## src/rtl/accalu_pkg.sv

```systemverilog
package accalu_pkg;
    parameter int BW = 8;
    parameter int WW = 16;
    localparam int OPW = 5;

    typedef logic [BW-1:0] byte_t;
    typedef logic [WW-1:0] word_t;

    typedef enum logic [OPW-1:0] {
        OP_NOP    = 5'd0,
        OP_ADD    = 5'd1,
        OP_ADC    = 5'd2,
        OP_SUB    = 5'd3,
        OP_SBC    = 5'd4,
        OP_AND    = 5'd5,
        OP_CMP    = 5'd6,
        OP_CPL    = 5'd7,
        OP_CCF    = 5'd8,
        OP_SCF    = 5'd9,
        OP_INC8   = 5'd10,
        OP_DEC8   = 5'd11,
        OP_ADDHL  = 5'd12,
        OP_INC16  = 5'd13,
        OP_DEC16  = 5'd14,
        OP_SPO_SP = 5'd15,
        OP_SPO_HL = 5'd16
    } op_e;

    typedef enum logic [1:0] {
        DST_NONE = 2'd0,
        DST_HL   = 2'd1,
        DST_SP   = 2'd2,
        DST_PAIR = 2'd3
    } dst_e;

    typedef struct packed {
        byte_t acc;
        logic  cy;
        byte_t aux;
    } res8_t;

    typedef struct packed {
        word_t word;
        dst_e  dst;
        logic  cy;
        logic  hit;
    } res16_t;

    // Sign-extend a byte offset to word width.
    function automatic word_t sext_ofs(input byte_t b);
        return {{(WW-BW){b[BW-1]}}, b};
    endfunction

    // Extended add/sub: bit BW is the carry or borrow.
    function automatic logic [BW:0] ext_arith(input byte_t a, input byte_t b,
                                              input logic c, input logic sub);
        logic [BW:0] r;
        if (sub) r = {1'b0, a} - {1'b0, b} - (BW+1)'(c);
        else     r = {1'b0, a} + {1'b0, b} + (BW+1)'(c);
        return r;
    endfunction
endpackage

```

## src/rtl/alu8_core.sv

```systemverilog
module alu8_core
    import accalu_pkg::*;
(
    input  op_e   op,
    input  byte_t acc,
    input  byte_t opnd,
    input  logic  cy,
    output res8_t res
);
    logic [BW:0] ext;

    always_comb begin
        res = '{acc: acc, cy: cy, aux: '0};
        ext = '0;
        unique case (op)
            OP_ADD, OP_ADC: begin
                ext = ext_arith(acc, opnd, (op == OP_ADC) ? cy : 1'b0, 1'b0);
                res.acc = ext[BW-1:0];
                res.cy  = ext[BW];
            end
            OP_SUB, OP_SBC: begin
                ext = ext_arith(acc, opnd, (op == OP_SBC) ? cy : 1'b0, 1'b1);
                res.acc = ext[BW-1:0];
                res.cy  = ext[BW];
            end
            OP_AND: begin
                res.acc = acc & opnd;
                res.cy  = 1'b0;
            end
            OP_CMP: begin
                ext    = ext_arith(acc, opnd, 1'b0, 1'b1);
                res.cy = ext[BW];
            end
            OP_CPL:  res.acc = ~acc;
            OP_CCF:  res.cy  = ~cy;
            OP_SCF:  res.cy  = 1'b1;
            OP_INC8: res.aux = opnd + byte_t'(1);
            OP_DEC8: res.aux = opnd - byte_t'(1);
            default: ;
        endcase
    end
endmodule

```

## src/rtl/alu16_core.sv

```systemverilog
module alu16_core
    import accalu_pkg::*;
(
    input  op_e    op,
    input  byte_t  opnd,
    input  logic   cy,
    input  word_t  hl,
    input  word_t  sp,
    input  word_t  pair,
    output res16_t res
);
    logic [WW:0] ext;
    word_t       ofs;

    always_comb begin
        ofs = sext_ofs(opnd);
        ext = '0;
        res = '{word: '0, dst: DST_NONE, cy: cy, hit: 1'b0};
        unique case (op)
            OP_ADDHL: begin
                ext = {1'b0, hl} + {1'b0, pair};
                res = '{word: ext[WW-1:0], dst: DST_HL, cy: ext[WW], hit: 1'b1};
            end
            OP_INC16: res = '{word: pair + word_t'(1), dst: DST_PAIR, cy: cy, hit: 1'b1};
            OP_DEC16: res = '{word: pair - word_t'(1), dst: DST_PAIR, cy: cy, hit: 1'b1};
            OP_SPO_SP, OP_SPO_HL: begin
                // Signed addend: bit WW of the sum flags leaving 0..max.
                ext = {1'b0, sp} + {ofs[WW-1], ofs};
                res = '{word: ext[WW-1:0],
                        dst: (op == OP_SPO_SP) ? DST_SP : DST_HL,
                        cy: ext[WW], hit: 1'b1};
            end
            default: ;
        endcase
    end
endmodule

```

## src/rtl/acc_alu.sv

```systemverilog
module acc_alu
    import accalu_pkg::*;
(
    input  logic        clk,
    input  logic        rst,
    input  logic        vld_i,
    input  logic [4:0]  op_i,
    input  logic [7:0]  acc_i,
    input  logic [7:0]  opnd_i,
    input  logic        cy_i,
    input  logic [15:0] hl_i,
    input  logic [15:0] sp_i,
    input  logic [15:0] pair_i,
    output logic        vld_o,
    output logic [7:0]  acc_o,
    output logic        cy_o,
    output logic [7:0]  byte_o,
    output logic [15:0] word_o,
    output logic [1:0]  dst_o
);
    op_e    op;
    res8_t  r8;
    res16_t r16;

    assign op = op_e'(op_i);

    alu8_core u_alu8 (
        .op   (op),
        .acc  (acc_i),
        .opnd (opnd_i),
        .cy   (cy_i),
        .res  (r8)
    );

    alu16_core u_alu16 (
        .op   (op),
        .opnd (opnd_i),
        .cy   (cy_i),
        .hl   (hl_i),
        .sp   (sp_i),
        .pair (pair_i),
        .res  (r16)
    );

    always_ff @(posedge clk) begin
        if (rst) begin
            vld_o  <= 1'b0;
            acc_o  <= '0;
            cy_o   <= 1'b0;
            byte_o <= '0;
            word_o <= '0;
            dst_o  <= '0;
        end else begin
            vld_o <= vld_i;
            if (vld_i) begin
                acc_o  <= r8.acc;
                cy_o   <= r16.hit ? r16.cy : r8.cy;
                byte_o <= r8.aux;
                word_o <= r16.word;
                dst_o  <= r16.dst;
            end
        end
    end

    p_vld_follow_r2: assert property (@(posedge clk) disable iff (rst)
        vld_i |=> vld_o);
    p_vld_idle_r2: assert property (@(posedge clk) disable iff (rst)
        !vld_i |=> !vld_o);
    p_hold_r2: assert property (@(posedge clk) disable iff (rst)
        !vld_i |=> ($stable(acc_o) && $stable(cy_o) && $stable(word_o) && $stable(byte_o)));
    p_and_clear_r5: assert property (@(posedge clk) disable iff (rst)
        (vld_i && op_i == 5'd5) |=> !cy_o);
    p_cmp_keeps_a_r6: assert property (@(posedge clk) disable iff (rst)
        (vld_i && op_i == 5'd6) |=> (acc_o == $past(acc_i)));
    p_scf_sets_r7: assert property (@(posedge clk) disable iff (rst)
        (vld_i && op_i == 5'd9) |=> cy_o);
    p_incdec_cy_r8: assert property (@(posedge clk) disable iff (rst)
        (vld_i && (op_i == 5'd10 || op_i == 5'd11)) |=> (cy_o == $past(cy_i) && acc_o == $past(acc_i)));
    p_pair_cy_r10: assert property (@(posedge clk) disable iff (rst)
        (vld_i && (op_i == 5'd13 || op_i == 5'd14)) |=> (cy_o == $past(cy_i) && dst_o == 2'd3));
    p_unlisted_r12: assert property (@(posedge clk) disable iff (rst)
        (vld_i && op_i > 5'd16) |=> (acc_o == $past(acc_i) && cy_o == $past(cy_i)));
endmodule

```

## config.mk

```make
export PLATFORM = sky130hd
export DESIGN_NAME = acc_alu
export DESIGN_NICKNAME = d
export VERILOG_FILES = /design/src/rtl/accalu_pkg.sv /design/src/rtl/alu8_core.sv /design/src/rtl/alu16_core.sv /design/src/rtl/acc_alu.sv
export SDC_FILE = /design/constraint.sdc
export NUM_CORES = 1
export LEC_CHECK = 0
export BUFFER_PORTS_ARGS = -buffer_cell sky130_fd_sc_hd__buf_4
export CAP_MARGIN = 30
export CORE_MARGIN = 2
export CORE_UTILIZATION = 52
export CTS_CLUSTER_DIAMETER = 30
export DETAILED_ROUTE_END_ITERATION = 10
export PLACE_DENSITY = 0.84
export SLEW_MARGIN = 30
export SYNTH_ARGS = -nofsm -noshare
export SYNTH_HDL_FRONTEND = slang
export SYNTH_HIERARCHICAL = 1
export SYNTH_SLANG_ARGS = --single-unit
```

## constraint.sdc

```tcl
create_clock -name clk -period 5.2 [get_ports clk]
set_input_delay 1.56 -clock clk [delete_from_list [all_inputs] [get_ports clk]]
set_output_delay 1.56 -clock clk [all_outputs]
set_load 0.02 [all_outputs]
```

# == Word level (Yosys, flattened, before mapping) ==
# Cells that the tools add are included.
# W data, S select, Z words.
# totals
reg_bits,36
input_bits,73
output_inout_bits,36
elab_cells,46
# op_classes
n_addsub,10
n_eq_ne,16
mux,8
bitwise,3
n_reduce_logical,3
# ops
op,count
$pmux W20 S4,1
$eq A5 B4 Y1 const B,8
$pmux W8 S4,1
$eq A5 B3 Y1 const B,4
$add A16 B16 Y17,1
$add A16 B17 Y17,1
$add A16 B1 Y16 const B,1
$pmux W8 S2,1
$sub A16 B1 Y16 const B,1
$eq A5 B2 Y1 const B,2
$add A8 B8 Y9,1
$add A9 B1 Y9,1
$sub A8 B8 Y9,1
$sub A9 B1 Y9,1
$add A8 B1 Y8 const B,1
$and A8 B8 Y8,1
$not A8 Y8,1
$sub A8 B1 Y8 const B,1
$pmux W1 S6,1
$reduce_or A2 Y1,3
$eq A5 B1 Y1 const B,1
$eq A5 B5 Y1 const B,1
$mux W1,3
$mux W2,1
$not A1 Y1,1

# == Depth between registers and ports, before layout ==
# Gate-level depths: netlist of run 1.
# logic_depth
depth_word,5
depth_mapped,15

# == Cells and area by module ==
# Netlist of run 1, hierarchy kept.
# by_module_without_submodules
mod,instances,cells_per_inst,area_per_inst_um2,seq_area_each_um2
alu16_core,1,357,2558.7,0.0
alu8_core,1,264,1801.7,0.0
acc_alu,1,116,1305.0,720.7

# == Least setup slack after synthesis of run 1 ==
# OpenSTA, ideal clock, no wires.
# synth_timing
path_kind,in2reg
start,input op_i[2]
end,register word_o[13]
setup_time_ns,0.128
t_arrival_ns,4.801
setup_slack_ns,0.271
stages,13
n_path_buf,0
path_cell_list,nand2_1 > or2_2 > nor3b_1 > ha_1 > a211oi_2 > o211ai_2 > nand3_2 > o211ai_2 > a31oi_2 > xnor2_1 > a221o_1 > mux2i_1 > nor2_1
# synth_rtl
item,line,text
start: declaration,acc_alu.sv:7,"input logic [4:0] op_i,"
end signal: assignment,acc_alu.sv:59,word_o <= r16.word;
end: declaration,acc_alu.sv:18,"output logic [15:0] word_o,"

==> impl_metrics.tcl, run 1 <==
set metrics [dict create \
    finalCriticalPeriod_ps 4430 \
    hold_depth 2 \
    worstPathCellList "buf_4 > nor2b_1 > nand3b_1 > nor2_1 > ha_1 > a21o_1 > a21oi_1 > o21bai_1 > a2111oi_0 > or4_1 > nand2_1 > mux2i_1 > nor2_1" \
    worst_r2r_path_depth 2 \
    synth.distinct_cells 85 \
    viasPerCell 6.09 \
    cp_data_arrival_time_ps 4600 \
    place_area_um2 6490 \
    synth_compound_gate_area_share_pct 28.2 \
    ios 109 \
    synth_xor_area_share_pct 8.33 \
    hold_viol_final 0 \
    overflow 0 \
    tightest_slew_ps 877 \
    setup_viol 0 \
    synth.cell_area_um2 5670 \
    worstSetupPathType "input pin to register" \
    nFillCells 1006 \
    vias 5893 \
    drv_cap 0 \
    io_buffers 108 \
    dr.pass1.iters 6 \
    gp_congestion 0.938 \
    timing.fmax_ghz 0.226 \
    async_reset_ff_share_pct 0 \
    hold-path-endpoint "word_o[7]" \
    die_y_um 108 \
    ir_drop_v 0.000132 \
    synth_seq_area_share_pct 12.7 \
    cts_root_buf "clkbuf_8" \
    leakagePower_nw 3.06 \
    synthMuxAreaShare_pct 7.24 \
    grt_max_degree 38 \
    synth-edff-count 0 \
    r2r-start "cy_o" \
    critPathCaptureType "register" \
    cp_common_cell "nor2_1" \
    rrSetupSlack_ps 4400 \
    holdBufCountCts 0 \
    drive_gt1_share_pct 18.1 \
    clock-skew-final_ps 0 \
    critPathMaxFanout 22 \
    cts-htree-levels 2 \
    r2r_end "cy_o" \
    pre_cts_slack_ps 565 \
    yosysTopAreaCell "ha_1" \
    final_antenna_net_count 0 \
    grt_pass1_wl_um 26100 \
    hp-class "register to register" \
    cts_made_buffers 5 \
    slew_headroom_pct 41.1 \
    min-delay-start "word_o[7]" \
    total_power_mw 1.10 \
    drt_iter0_markers 569 \
    grt_pass1_vias 5382 \
    area_growth_pct 16.6 \
    synthSimpleGateAreaFrac_pct 20.1 \
    finalSetupTns_ps 0 \
    period_share_pct 85.1 \
    critical_path.max_stage_delay_ps 560 \
    status "finished, final reports clean" \
    yosysMostFrequentCell "nor2_1" \
    initial_core_util_pct 52.7 \
    postCtsSetupBuffers 0 \
    crit_required_ps 5370 \
    final_nets 977 \
    worstSkewPairLatency_ps 300 \
    routed_wl_um 16400 \
    drc 0 \
    syn_nets 887 \
    drv_slew 0 \
    dp_hpwl_um 12800 \
    syn_area_per_cell_um2 7.69 \
    num_rows 38 \
    final_area_um2 6600 \
    cts.sinks 36 \
    ys.flop_type "dfxtp_1" \
    synth_top_cell_area_share_pct 15.5 \
    dieWidth_um 108 \
    worst_slack_ps 773 \
    synth_common_cells "nor2_1, ha_1, a21oi_1, nand2_1, mux2i_1" \
    synth_fa_ha_area_share_pct 18.1 \
    clock_path_buffers 2 \
    dieArea_um2 11700 \
    grt_usage_pct 27.7 \
    power_density_nw_per_um2 167 \
    crit_path_start "op_i[2]" \
    ctsResizeCount 0 \
    synth_area_leaders "ha_1, dfxtp_1, mux2i_1" \
    antennaDiodeCount 0 \
    rsz0062_at_grt "no" \
    crit_slowest_cell "a2111oi_0" \
    ys_warn_count 6 \
    synth_top_family_by_area "compound AO/OA/AOI/OAI gates" \
    clkTransAtPathRegs_ps 80 \
    core_um2 10700 \
    antenna_found_initial 0 \
    synthCells 737 \
    startpoint_type "input pin" \
    wire_per_inst_um 16.9 \
    cts_tree "yes" \
    synth_seq_cells 36 \
]
worst max-delay path by stage:
| stage | end | slack [ps] | depth (start not counted) |
|---|---|---|---|
| finish | byte_o[7] | 770 | 13 |
| global route | byte_o[7] | 420 | 13 |
| CTS | byte_o[7] | 880 | 13 |
| detailed placement | byte_o[7] | 570 | 13 |
| global placement | byte_o[7] | 630 | 13 |
| floorplan | word_o[13] | 270 | 13 |
final cells by class:
type | count | area, um^2 | area share, %
Clock buffer | 6 | 72.6 | 1.10
Clock inverter | 2 | 35.0 | 0.531
Tap cell | 140 | 175 | 2.65
Multi-Input combinational cell | 640 | 4650 | 70.4
Sequential cell | 36 | 721 | 10.9
Inverter | 35 | 131 | 1.99
Timing Repair Buffer | 109 | 818 | 12.4
through the flow:
| step | hold slack, ps | utilization [%] | cells |
|---|---|---|---|
| 6_report | 501 | 61.5 | 968 |
| 2_1_floorplan | 556 | - | 737 |
| 5_1_grt | 523 | 61.5 | 968 |
| 3_3_place_gp | 474 | 60.4 | 960 |
| 3_5_place_dp | 484 | 60.4 | 960 |
| 4_1_cts | 507 | 61.4 | 968 |
critical path, delay by kind of cell:
family	cells	cell delay, ps
AND/OR/NAND/NOR	6	1320
adder cells (fa/ha/maj)	1	330
AO/OA/AOI/OAI	4	1080
buffers and inverters	1	190
multiplexers	1	130
kinds of logic after synthesis:
kind of cell,count (synthesis)
multiplexers,41
buffers and inverters,61
AND/OR/NAND/NOR,242
AO/OA/AOI/OAI,226
flip-flops,36
adder cells (fa/ha/maj),78
XOR/XNOR,53
where the power goes:
group	internal, mW	switching, mW	total, mW
Combinational	0.240	0.318	0.557
Sequential	0.286	0.00656	0.292
Clock	0.142	0.112	0.254
placed cells by master (no fill, tap or decap), types with 23 or more instances in the layout:
master | Yosys | final
xnor2_1 | 29 | 29
o21ai_0 | 30 | 30
xor2_1 | 23 | 23
mux2i_1 | 41 | 41
nand2_1 | 47 | 47
nor2_1 | 105 | 105
ha_1 | 70 | 70
inv_1 | 34 | 34
dfxtp_1 | 36 | 36
buf_4 | 1 | 109
a21oi_1 | 54 | 54
sequential cells by signal, summed over array words and instances, names as in the netlist:
signal	cells
acc_o	8
byte_o	8
cy_o	1
dst_o	2
vld_o	1
word_o	16
layer usage:
metal	GRT usage, %	wire length (um)	up-vias
met1	39.4	7510	2696
li1	-	-	2905
met2	42.5	7120	264
met3	5.42	1380	28
met5	0	0	-
met4	7.88	376	0
(Power assumes the default switching activity.)
==> inputs of run 2 (changes only) <==
--- a/config.mk
+++ b/config.mk
@@ -8,10 +8,10 @@
 export BUFFER_PORTS_ARGS = -buffer_cell sky130_fd_sc_hd__buf_4
 export CAP_MARGIN = 30
 export CORE_MARGIN = 2
-export CORE_UTILIZATION = 52
+export CORE_UTILIZATION = 50
 export CTS_CLUSTER_DIAMETER = 30
 export DETAILED_ROUTE_END_ITERATION = 10
-export PLACE_DENSITY = 0.84
+export PLACE_DENSITY = 0.81
 export SLEW_MARGIN = 30
 export SYNTH_ARGS = -nofsm -noshare
 export SYNTH_HDL_FRONTEND = slang
==> impl_metrics.tcl, run 2 (same netlist as run 1, synthesis figures left out) <==
set metrics [dict create \
    status "finished, final reports clean" \
    grt_pass1_wl_um 27400 \
    hp-class "register to register" \
    drive_gt1_share_pct 18.3 \
    total_power_mw 1.20 \
    r2r-start "cy_o" \
    drv_slew 0 \
    worst_hold_slack_ps 499 \
    wl_met2_um 7410 \
    largest-register "word_o" \
    gp_congestion 0.972 \
    drc 0 \
    holdBufCountCts 0 \
    viasPerCell 6.17 \
    route.met3.wl_um 1370 \
    period_share_pct 81.9 \
    slew_headroom_pct 36.5 \
    cts_tree "yes" \
    overflow 0 \
    worstSetupPathType "input pin to register" \
    path_buf_inv 2 \
    crit_slowest_cell "fa_1" \
    startpoint_type "input pin" \
    ctsResizeCount 0 \
    power_density_nw_per_um2 180 \
    postCtsSetupBuffers 0 \
    reg_top3 "word_o: 16 flops, acc_o: 8 flops, byte_o: 8 flops" \
    worstSkewPairLatency_ps 280 \
    finalSetupTns_ps 0 \
    hold_viol_final 0 \
    critPathTopFamily "compound AO/OA/AOI/OAI gates" \
    critPathMaxFanout 11 \
    vias 5986 \
    antennaDiodeCount 0 \
    area_growth_pct 17.8 \
    tightest_slew_ps 945 \
    cts.sinks 36 \
    io_buffers 108 \
    drt-met1-wl_um 7630 \
    grt_max_degree 38 \
    leakagePower_nw 3.10 \
    final_nets 979 \
    core_um2 10900 \
    critical_path.max_stage_delay_ps 400 \
    ios 109 \
    worstPathCellList "buf_4 > or2_2 > nor2_1 > nand3_1 > fa_1 > inv_1 > fa_1 > nand2b_1 > a221oi_1 > o21ai_0 > mux2i_1 > o32ai_1 > a21oi_1 > mux2i_1 > nor2_1" \
    clock-skew-final_ps 0 \
    finalCriticalPeriod_ps 4260 \
    die_y_um 110 \
    crit_required_ps 5360 \
    cts_made_buffers 5 \
    final_cell_mix "buf_4, nor2_1, ha_1" \
    drt_iter0_markers 537 \
    top_layer "met4" \
    drv_cap 0 \
    cts-htree-levels 2 \
    dp_hpwl_um 13000 \
    grt_usage_pct 26.9 \
    final_antenna_net_count 0 \
    min-delay-start "word_o[6]" \
    crit_path_start "op_i[4]" \
    grt_pass1_vias 5617 \
    timing.fmax_ghz 0.235 \
    layout_commonest_cell "buf_4" \
    routed_wl_um 16900 \
    initial_core_util_pct 51.8 \
    dieWidth_um 110 \
    clock_path_buffers 2 \
    clkTransAtPathRegs_ps 60 \
    ir_drop_v 0.000139 \
    largest_reg_flops 16 \
    dr.pass1.iters 5 \
    cts_root_buf "clkbuf_16" \
    critPathCaptureType "register" \
    cp_data_arrival_time_ps 4420 \
    antenna_found_initial 0 \
    setup_viol 0 \
    rsz0062_at_grt "no" \
    wire_per_inst_um 17.4 \
    dieArea_um2 12200 \
    num_rows 38 \
]
==> run 2: final timing paths <==
| check | end | slack, ps | depth (start not counted) |
|---|---|---|---|
| worst min register to register | word_o[6] | 500 | 2 |
| worst min-delay path | word_o[6] | 500 | 2 |
| worst max-delay path | acc_o[6] | 940 | 15 |
| worst max register to register | cy_o | 4500 | 2 |
==> run 2: layout make-up <==
cell class / instances / area [um^2]
Sequential cell: 36 / 721
Fill cell: 1015 / 4260
Tap cell: 140 / 175
Clock inverter: 2 / 35.0
Multi-Input combinational cell: 640 / 4650
Clock buffer: 6 / 129
Inverter: 35 / 131
Timing Repair Buffer: 111 / 833
==> run 2: stage by stage <==
step	worst slack (ps)	util, %	instances	cell area (um^2)
after floorplan	271	-	737	5670
after global placement	750	59.5	962	6500
after detailed placement	701	59.5	962	6500
after CTS	987	61.0	970	6670
after global routing	605	61.0	970	6680
final	941	61.0	970	6680
==> run 2: worst reg2reg max path: cells and delay by family, from the launching register on <==
family           cells  cell delay [ps]
flip-flops           1              360
AO/OA/AOI/OAI        1              210
AND/OR/NAND/NOR      1               50
==> run 2: per-layer routing <==
metal  up-vias  global-route usage, %
met1      2760                   37.6
met5         -                      0
li1       2901                      -
met3        40                   4.12
met4         0                   7.75
met2       285                   42.9
==> run 2: where the power goes <==
part | internal (mW) | leakage [nW] | switching [mW]
sequential | 0.286 | 0.293 | 0.00697
combinational | 0.240 | 2.72 | 0.320
clock | 0.226 | 0.0808 | 0.125
total | 0.752 | 3.10 | 0.452
